`config.mk`:
```
export PLATFORM = sky130hd
export DESIGN_NAME = lvr_filter
export DESIGN_NICKNAME = d
export VERILOG_FILES = /design/src/rtl/lvr_pkg.sv /design/src/rtl/lvr_sync.sv /design/src/rtl/lvr_glitch_filter.sv /design/src/rtl/lvr_hold_timer.sv /design/src/rtl/lvr_filter.sv
export SDC_FILE = /design/constraint.sdc
export NUM_CORES = 1
export LEC_CHECK = 0
export ABC_AREA = 0
export BUFFER_PORTS_ARGS = -buffer_cell sky130_fd_sc_hd__buf_2
export CORE_MARGIN = 2
export CORE_UTILIZATION = 50
export CTS_CLUSTER_DIAMETER = 100
export DETAILED_ROUTE_END_ITERATION = 12
export PLACE_DENSITY = 0.67
export SLEW_MARGIN = 5
export SYNTH_ARGS = -nofsm -noshare
export SYNTH_HDL_FRONTEND = slang
export SYNTH_SLANG_ARGS = --single-unit
```
`constraint.sdc`:
```
create_clock -name clk -period 3 [get_ports clk]
set_input_delay 0.6 -clock clk [delete_from_list [all_inputs] [get_ports clk]]
set_output_delay 0.6 -clock clk [all_outputs]
set_load 0.1 [all_outputs]
```
`src/rtl/lvr_pkg.sv`:
```
package lvr_pkg;
  // width needed to hold the values 0..n
  function automatic int cnt_w(input int n);
    return (n < 1) ? 1 : $clog2(n + 1);
  endfunction
endpackage

```
`src/rtl/lvr_sync.sv`:
```
module lvr_sync #(
  parameter int STAGES = 2
) (
  input  logic clk,
  input  logic por_n,
  input  logic async_i,
  output logic sync_o
);
  logic [STAGES-1:0] chain_q;

  always_ff @(posedge clk or negedge por_n) begin
    if (!por_n) chain_q <= '0;
    else        chain_q <= {chain_q[STAGES-2:0], async_i};
  end

  assign sync_o = chain_q[STAGES-1];
endmodule

```
`src/rtl/lvr_glitch_filter.sv`:
```
module lvr_glitch_filter
  import lvr_pkg::*;
#(
  parameter int GLITCH_CYC = 50
) (
  input  logic clk,
  input  logic por_n,
  input  logic low_i,
  output logic qual_o
);
  localparam int GW = cnt_w(GLITCH_CYC);
  localparam logic [GW-1:0] LIMIT = GW'(GLITCH_CYC);

  logic [GW-1:0] run_q;

  // count consecutive low-supply samples, saturate at the limit
  always_ff @(posedge clk or negedge por_n) begin
    if (!por_n)             run_q <= '0;
    else if (!low_i)        run_q <= '0;
    else if (run_q != LIMIT) run_q <= run_q + 1'b1;
  end

  assign qual_o = (run_q == LIMIT);
endmodule

```
`src/rtl/lvr_hold_timer.sv`:
```
module lvr_hold_timer
  import lvr_pkg::*;
#(
  parameter int HOLD_CYC = 500000
) (
  input  logic clk,
  input  logic por_n,
  input  logic qual_i,
  output logic rst_n_o
);
  localparam int HW = cnt_w(HOLD_CYC);
  localparam logic [HW-1:0] DONE = HW'(HOLD_CYC);

  logic [HW-1:0] elapsed_q;

  // restart while a qualified low is present, else run up to DONE
  always_ff @(posedge clk or negedge por_n) begin
    if (!por_n)                 elapsed_q <= '0;
    else if (qual_i)            elapsed_q <= '0;
    else if (elapsed_q != DONE) elapsed_q <= elapsed_q + 1'b1;
  end

  assign rst_n_o = (elapsed_q == DONE);
endmodule

```
`src/rtl/lvr_filter.sv`:
```
module lvr_filter #(
  parameter int GLITCH_CYC = 50,
  parameter int HOLD_CYC   = 500000
) (
  input  logic clk,
  input  logic por_n,
  input  logic supply_low_i,
  output logic rst_out_n
);
  logic low_sync;
  logic low_qual;

  // two-flop synchroniser on the comparator flag
  lvr_sync #(.STAGES(2)) u_sync (
    .clk    (clk),
    .por_n  (por_n),
    .async_i(supply_low_i),
    .sync_o (low_sync)
  );

  lvr_glitch_filter #(.GLITCH_CYC(GLITCH_CYC)) u_filt (
    .clk   (clk),
    .por_n (por_n),
    .low_i (low_sync),
    .qual_o(low_qual)
  );

  lvr_hold_timer #(.HOLD_CYC(HOLD_CYC)) u_hold (
    .clk    (clk),
    .por_n  (por_n),
    .qual_i (low_qual),
    .rst_n_o(rst_out_n)
  );
endmodule

```
==> results of run 1 <==
## routing by layer
metal | global-route usage (%) | up-vias | share of wire [%]
met2 | 28.24 | 17 | 43
met4 | 8.638 | 0 | 1.6
met1 | 25.00 | 495 | 53
met5 | 0 | - | 0
met3 | 3.175 | 8 | 2.5
li1 | - | 497 | -
## placed cells by master, fill, tap and decap left out, types with 4 or more instances in the layout
cell,count
sky130_fd_sc_hd__dfrtp_1,27
sky130_fd_sc_hd__ha_1,4
sky130_fd_sc_hd__xnor2_1,10
sky130_fd_sc_hd__nor2_1,15
sky130_fd_sc_hd__nor3_1,4
sky130_fd_sc_hd__xor2_1,4
sky130_fd_sc_hd__and2_1,4
sky130_fd_sc_hd__nand2_1,10
sky130_fd_sc_hd__a21oi_1,5
sky130_fd_sc_hd__nand3_1,11
sky130_fd_sc_hd__inv_1,6
## logic make-up after synthesis
family	synth area share (%)
and+or+nand+nor	28.70
muxes	1.782
AOI/OAI and AO/OA	6.863
adders and majority gates	3.565
xor gates and xnor gates	8.734
DFF	48.13
buffers and inverters	2.227
## where the power goes
| group | internal [mW] | switching (mW) | leakage [nW] |
|---|---|---|---|
| Combinational | 0.00610 | 0.00999 | 0.243 |
| Clock | 0.0501 | 0.108 | 0.0177 |
| Sequential | 0.368 | 0.00458 | 0.356 |
| Total | 0.425 | 0.123 | 0.617 |
## critical path: stages, from the launching register on
cell and delay [ns]:
sky130_fd_sc_hd__dfrtp_1 0.48, sky130_fd_sc_hd__or4b_4 0.57, sky130_fd_sc_hd__nor4_4 0.39, sky130_fd_sc_hd__buf_2 0.50
## how the worst max path moves through the flow
stage	start	endpoint	slack, ns	depth (start not counted)
floorplan	u_hold.elapsed_q[2]$_DFFE_PN0P_	rst_out_n	0.22	2
global placement	u_hold.elapsed_q[2]$_DFFE_PN0P_	rst_out_n	0.54	3
detailed placement	u_hold.elapsed_q[2]$_DFFE_PN0P_	rst_out_n	0.51	3
CTS	u_hold.elapsed_q[2]$_DFFE_PN0P_	rst_out_n	0.13	3
global route	u_hold.elapsed_q[2]$_DFFE_PN0P_	rst_out_n	0.06	3
finish	u_hold.elapsed_q[2]$_DFFE_PN0P_	rst_out_n	0.13	3
## area by class of cell
class	instances	area, µm²	share of cell area, %
clock buffers	3	22.52	1.525
clock inverters	1	5.005	0.3390
inverters	6	22.52	1.525
multi-input cells	104	696.9	47.20
flip-flops and latches	27	675.6	45.76
well taps	31	38.79	2.627
repair buffers	3	15.01	1.017
## cell usage after synthesis, types with 2 or more instances
library cell,instances,share of area (%)
sky130_fd_sc_hd__o31ai_1,3,1.6
sky130_fd_sc_hd__xor2_1,4,2.5
sky130_fd_sc_hd__a21oi_1,5,1.8
sky130_fd_sc_hd__xnor2_1,10,6.2
sky130_fd_sc_hd__dfrtp_1,27,48
sky130_fd_sc_hd__o21ai_0,2,0.71
sky130_fd_sc_hd__nand2_1,10,2.7
sky130_fd_sc_hd__nor3_1,4,1.4
sky130_fd_sc_hd__nand3_1,11,3.9
sky130_fd_sc_hd__nand4_1,3,1.3
sky130_fd_sc_hd__nor2_1,15,4.0
sky130_fd_sc_hd__nand3b_1,2,1.1
sky130_fd_sc_hd__nor4_1,2,0.89
sky130_fd_sc_hd__inv_1,6,1.6
sky130_fd_sc_hd__or4_1,3,1.6
sky130_fd_sc_hd__or3_1,2,0.89
sky130_fd_sc_hd__o21a_1,2,1.1
sky130_fd_sc_hd__ha_1,4,3.6
sky130_fd_sc_hd__and2_1,4,1.8
## flip-flops by register name, indices dropped and copies added, names as in the netlist
name,count
u_sync.chain_q,2
u_filt.run_q,6
u_hold.elapsed_q,19
## stage by stage
step | total power, mW | worst slack (ns) | instance area (µm²) | std cells | hold WS, ns
floorplan | 0.3867 | 0.2174 | 1404 | 139 | 0.3044
global placement | 0.3966 | 0.5361 | 1449 | 171 | 0.3421
detailed placement | 0.3969 | 0.5136 | 1449 | 171 | 0.3418
CTS | 0.5534 | 0.1287 | 1476 | 175 | 0.2599
global route | 0.5702 | 0.06464 | 1476 | 175 | 0.2785
finish | 0.5476 | 0.1319 | 1476 | 175 | 0.2431
==> results.md, run 1 <==
| Stage | Metric | Reported |
|---|---|---|
| route | Starting DRT DRC Count | 47 |
| synthesis | Seq/Total Area, Yosys | 48.13% |
| global routing | Largest net degree at the start of global routing | 28 |
| synthesis | Mapped Nets | 146 |
| setup path | Reg2Reg Setup Slack | 1.10 ns |
| placement | Buffers added on ports | 3 |
| synthesis | Total of flip-flops plus latches after synthesis | 27 |
| clock tree | Buffers inserted during post-CTS setup optimization | 0 |
| final layout | Number of fill cells in the layout | 246 |
| route | Iteration count of the initial detailed-routing pass | 5 |
| pwr | Worst ir drop on vdd | 0.2747 mV |
| hold path | HP Class | input pin to asynchronous set/reset pin |
| sta | Final setup skew | 0.004068 ns |
| sta | Max transition margin | 52.67% |
| final layout | Number of diodes added for antenna fixing | 0 |
| floorplanning | Row cnt | 19 |
| pwr | Leakage component of the power | 0.6168 nW |
| sta | Setup Total Neg Slack | 0 ns |
| setup path | WP data required | 2.40 ns |
| sta | Final critical-path required period | 2.868 ns |
| sta | Final period utilization | 95.60% |
| sta | Fmax | 348.7 MHz |
| placement | Detail Placement HPWL | 1822 µm |
| route | Final Routed Wirelength | 2487 µm |
| floorplanning | Initial core utilization | 51.80% |
| route | Routed vias | 1,017 |
| sta | Setup repair after global routing missed its margin | no |
| synthesis | Top flip-flop cell by instance count after synthesis | sky130_fd_sc_hd__dfrtp_1 |
| floorplanning | Total core area | 2710 µm² |
| flow run | Count of maximum capacitance violations | 0 |
| final layout | Final core utilization | 54.48% |
| setup path | Max FO, Critical Path | 8 |
| clock tree | Number of buffers inserted for hold repair after clock tree synthesis | 0 |
| floorplanning | Full die area | 3247 µm² |
| setup path | Data arrival time at the worst-slack endpoint | 2.27 ns |
| clock tree | Number of H-tree levels | 1 |
| setup path | CP startpoint kind | flip-flop |
| placement | Routability-driven placement congestion ratio | 0.7773 |
| floorplanning | Die Y-Extent | 56.99 µm |
| synthesis | Warnings, synthesis | 0 |
| global routing | Number of global-route vias before repair | 1,075 |
| synthesis | Number of distinct standard cells referenced by the synthesized netlist | 39 |
| clock tree | Number of buffers on the longest clock path | 2 |
| synthesis | Synthesized instance count | 139 |
| clock tree | Post-CTS resize count | 0 |
| global routing | First-pass GRT wire length | 4643 µm |
| status | Run status | finished clean |
| clock tree | Clock network latency to the later pin of the worst-skew pair | 0.33 ns |
| synthesis | FFs w/ async S/R, synth | 100.0% |
| route | DRC errors left | 0 |
| sta | Actual slew at the worst max-slew pin | 0.7100 ns |
| clock tree | Number of sinks handled by clock tree synthesis | 27 |
| route | Routed vias/inst | 5.811 |
| synthesis | Synth Area per Inst | 10.10 µm² |
| global routing | Number of antenna violations at the first check in global routing | 0 |
| sta | Max Transition Viols Final | 0 |
| setup path | WS Path Type | flip-flop to output port |
| global routing | Total routing usage reported by global routing | 18.22% |
| global routing | Grt total ovfl | 0 |
| sta | Final hold vios | 0 |
| setup path | Endpoint of the worst-slack reg-to-reg timing path | u_hold.elapsed_q[0]$_DFFE_PN0P_ |
| clock tree | Clock-pin transition on the worst setup and hold timing paths | 0.14 ns |
| clock tree | Clock root buffer | sky130_fd_sc_hd__clkbuf_4 |
| clock tree | Clock buffer count from CTS | 3 |
| route | Post-route antenna net violation count | 0 |
| sta | Final number of setup-violating endpoints | 0 |
| floorplanning | Top-level I/O count | 4 |
| final layout | Total Nets Final | 152 |
| final layout | Fraction of layout cells with a size suffix above 1 | 9.722% |
| route | Routed WL per cell | 14.21 µm |
| floorplanning | DIE WIDTH | 56.99 µm |
| synthesis | Post-synth EDFFs | 0 |
| synthesis | Mapped cell area | 1404 µm² |
| setup path | Critical R2R Launch | u_filt.run_q[2]$_DFFE_PN0P_ |
| pwr | Pwr dens | 370.9 nW/µm² |
| setup path | Critical path capture point type | output port |
| clock tree | Clock tree from TritonCTS | yes |
| setup path | Logic depth of the worst register-to-register path | 4 |
| final layout | Synthesis-to-layout area growth | 5.170% |
No activity file was read; power rests on OpenSTA's default activity.
==> run 2, diff against run 1 <==
CORE_UTILIZATION = 65   (was 50)
PLACE_DENSITY = 0.84   (was 0.67)
==> run 2 against run 1 <==
Against the previous run: sequential cell count unchanged; critical path depth unchanged; clock power down 4%; fmax up 0.66%; utilization up 19 points; highest routed layer unchanged; die area down 22%; clock-buffer cell count up 1; worst hold slack better by 0.013 ns; register-to-register slack about the same; global-route usage up 2.9 points.
==> results.md, run 2 (synthesized netlist as in run 1, its figures left out) <==
| Stage | Metric | Reported | Delta |
|---|---|---|---|
| status | Run status | finished clean |  |
| final layout | Total Nets Final | 152 | unchanged |
| final layout | Number of fill cells in the layout | 153 | -38% |
| hold path | HP Class | input pin to asynchronous set/reset pin |  |
| setup path | Delay-heaviest family, CP | simple AND/OR/NAND/NOR gates |  |
| global routing | Grt total ovfl | 0 | unchanged |
| global routing | First-pass GRT wire length | 4064 µm | -12% |
| clock tree | Number of buffers on the longest clock path | 2 | unchanged |
| route | Routed vias | 1,006 | -1.1% |
| route | Met3 Routed Length | 77 µm | +24% |
| route | Top layer in use | met4 |  |
| clock tree | Clock buffer count from CTS | 3 | unchanged |
| sta | Final critical-path required period | 2.849 ns | -0.01871 ns |
| setup path | Critical R2R Launch | u_filt.run_q[2]$_DFFE_PN0P_ |  |
| flow run | Count of maximum capacitance violations | 0 | unchanged |
| final layout | Largest regs | u_hold.elapsed_q (19), u_filt.run_q (6), u_sync.chain_q (2) |  |
| clock tree | Post-CTS resize count | 0 | unchanged |
| clock tree | Number of H-tree levels | 1 | unchanged |
| route | Final Routed Wirelength | 2411 µm | -3.1% |
| sta | Final period utilization | 94.98% | -0.62 points |
| sta | Worst hold slack after final layout | 0.2562 ns | +0.01309 ns |
| final layout | Synthesis-to-layout area growth | 4.724% |  |
| floorplanning | DIE WIDTH | 50.48 µm | -11% |
| pwr | Worst ir drop on vdd | 0.3092 mV | +13% |
| sta | Max transition margin | 51.95% | -0.72 points |
| sta | Actual slew at the worst max-slew pin | 0.7208 ns | +0.01077 ns |
| clock tree | Clock tree from TritonCTS | yes |  |
| floorplanning | Row cnt | 16 | -3 |
| sta | Slack of the critical path | 0.1506 ns | +0.01871 ns |
| setup path | Critical path's largest stage delay | 0.57 ns | about the same |
| sta | Fmax | 351.0 MHz | +0.66% |
| route | Routed WL per cell | 14.10 µm | -0.79% |
| global routing | Number of antenna violations at the first check in global routing | 0 | unchanged |
| sta | Max Transition Viols Final | 0 | unchanged |
| placement | Routability-driven placement congestion ratio | 0.8244 | +6.1% |
| setup path | Data arrival time at the worst-slack endpoint | 2.25 ns | -0.02 ns |
| route | Iteration count of the initial detailed-routing pass | 4 | -1 |
| final layout | Combined flip-flop and latch cell area | 675.6 µm² | unchanged |
| clock tree | Clock root buffer | sky130_fd_sc_hd__clkbuf_4 |  |
| floorplanning | Initial core utilization | 70.12% | +18 points |
| sta | Setup repair after global routing missed its margin | no |  |
| clock tree | Number of buffers inserted for hold repair after clock tree synthesis | 0 | unchanged |
| setup path | Reg2Reg Setup Slack | 1.09 ns | about the same |
| global routing | Total routing usage reported by global routing | 21.13% | +2.9 points |
| setup path | Chain of cells forming the critical path | or4b_4, nor4_4, buf_2 |  |
| clock tree | Number of sinks handled by clock tree synthesis | 27 | unchanged |
| floorplanning | Die Y-Extent | 50.48 µm | -11% |
| placement | Worst slack, placed | 0.5143 ns | +0.0007360 ns |
| clock tree | Clock-pin transition on the worst setup and hold timing paths | 0.13 ns | about the same |
| placement | Buffers added on ports | 3 | unchanged |
| final layout | Commonest non-fill, non-tap cells in the layout | 27 x sky130_fd_sc_hd__dfrtp_1, 15 x sky130_fd_sc_hd__nor2_1, 11 x sky130_fd_sc_hd__nand3_1 |  |
| clock tree | Buffers inserted during post-CTS setup optimization | 0 | unchanged |
| setup path | Endpoint of the worst-slack reg-to-reg timing path | u_hold.elapsed_q[0]$_DFFE_PN0P_ |  |
| sta | Final setup skew | 0.004566 ns | +0.0004980 ns |
| sta | Setup Total Neg Slack | 0 ns | unchanged |
| setup path | Max FO, Critical Path | 8 | unchanged |
| placement | Detail Placement HPWL | 1801 µm | -1.2% |
| setup path | Critical path capture point type | output port |  |
| route | Starting DRT DRC Count | 18 | -62% |
| floorplanning | Full die area | 2548 µm² | -22% |
| setup path | WP data required | 2.40 ns | about the same |
| route | Routed met1 length | 1129 µm | -14% |
| placement | Placed instance count | 167 | -2.3% |
| setup path | Count of buffering cells on the critical path with inverters included | 1 | unchanged |
| clock tree | Clock network latency to the later pin of the worst-skew pair | 0.32 ns | about the same |
| final layout | Number of diodes added for antenna fixing | 0 | unchanged |
| final layout | Area taken by multi-input logic gates | 696.9 µm² | unchanged |
| final layout | Leading cell type in the layout, fill and taps excluded | sky130_fd_sc_hd__dfrtp_1 |  |
| final layout | Non-filler instance count after layout | 171 | -2.3% |
| global routing | Number of global-route vias before repair | 960 | -11% |
| pwr | Leakage component of the power | 0.6140 nW | -0.44% |
| final layout | Final core utilization | 73.44% | +19 points |
| route | Post-route antenna net violation count | 0 | unchanged |
| final layout | Largest register by flop count | u_hold.elapsed_q |  |
| final layout | Number of flip-flops under the largest register name | 19 | unchanged |
| global routing | Largest net degree at the start of global routing | 28 | unchanged |
| sta | Final number of setup-violating endpoints | 0 | unchanged |
| setup path | Logic depth of the worst register-to-register path | 4 | unchanged |
| pwr | Pwr dens | 368.0 nW/µm² | -0.79% |
| setup path | Highest-delay cell along the critical path | sky130_fd_sc_hd__or4b_4 |  |
| route | DRC errors left | 0 | unchanged |
| sta | Final hold vios | 0 | unchanged |
| route | Routed vias/inst | 5.883 | +1.2% |
| route | Met2 routed wirelength | 1177 µm | +9.5% |
| floorplanning | Total core area | 2002 µm² | -26% |
| setup path | WS Path Type | flip-flop to output port |  |
| final layout | Fraction of layout cells with a size suffix above 1 | 9.028% | -0.69 points |
| setup path | CP startpoint kind | flip-flop |  |
| floorplanning | Top-level I/O count | 4 | unchanged |
-- run 2: changes by cell type in the layout (fill, tap and decap cells not counted) --
cell and delta:
sky130_fd_sc_hd__clkbuf_1 +1, sky130_fd_sc_hd__clkinv_2 -1
-- run 2: worst max-delay path by stage --
stage / depth (start not counted) / startpoint / endpoint
2_1_floorplan: 2 / u_hold.elapsed_q[2]$_DFFE_PN0P_ / rst_out_n
3_3_place_gp: 3 / u_hold.elapsed_q[2]$_DFFE_PN0P_ / rst_out_n
3_5_place_dp: 3 / u_hold.elapsed_q[2]$_DFFE_PN0P_ / rst_out_n
4_1_cts: 3 / u_hold.elapsed_q[2]$_DFFE_PN0P_ / rst_out_n
5_1_grt: 3 / u_hold.elapsed_q[2]$_DFFE_PN0P_ / rst_out_n
6_report: 3 / u_hold.elapsed_q[2]$_DFFE_PN0P_ / rst_out_n
-- run 2: stage by stage --
stage	power (mW)	cell area [µm²]
6_report	0.5410	1470
3_3_place_gp	0.3964	1444
3_5_place_dp	0.3975	1444
4_1_cts	0.5473	1470
5_1_grt	0.5626	1470
2_1_floorplan	0.3867	1404
-- run 2: final cells by class --
cell class | count | area share (%)
clock buffer | 4 | 1.787
timing repair buffer | 3 | 1.021
tap | 27 | 2.298
sequential | 27 | 45.96
multi-input combinational | 104 | 47.40
inverter | 6 | 1.532
-- run 2: worst reg2reg max path, delay by kind of cell (launching register included) --
kind	cells	cell delay (ns)
muxes	1	0.28
and+or+nand+nor	3	1.07
DFF	1	0.45
-- run 2: layer usage --
layer | vias up | global-route usage [%]
met2 | 21 | 35.53
li1 | 499 | -
met4 | 0 | 6.306
met5 | - | 0
met3 | 4 | 4.464
met1 | 482 | 27.47
-- run 2: power breakdown --
group	switching (mW)	total, mW	internal, mW
combinational	0.0101	0.0163	0.00616
clock	0.0993	0.151	0.0520
sequential	0.00500	0.373	0.368
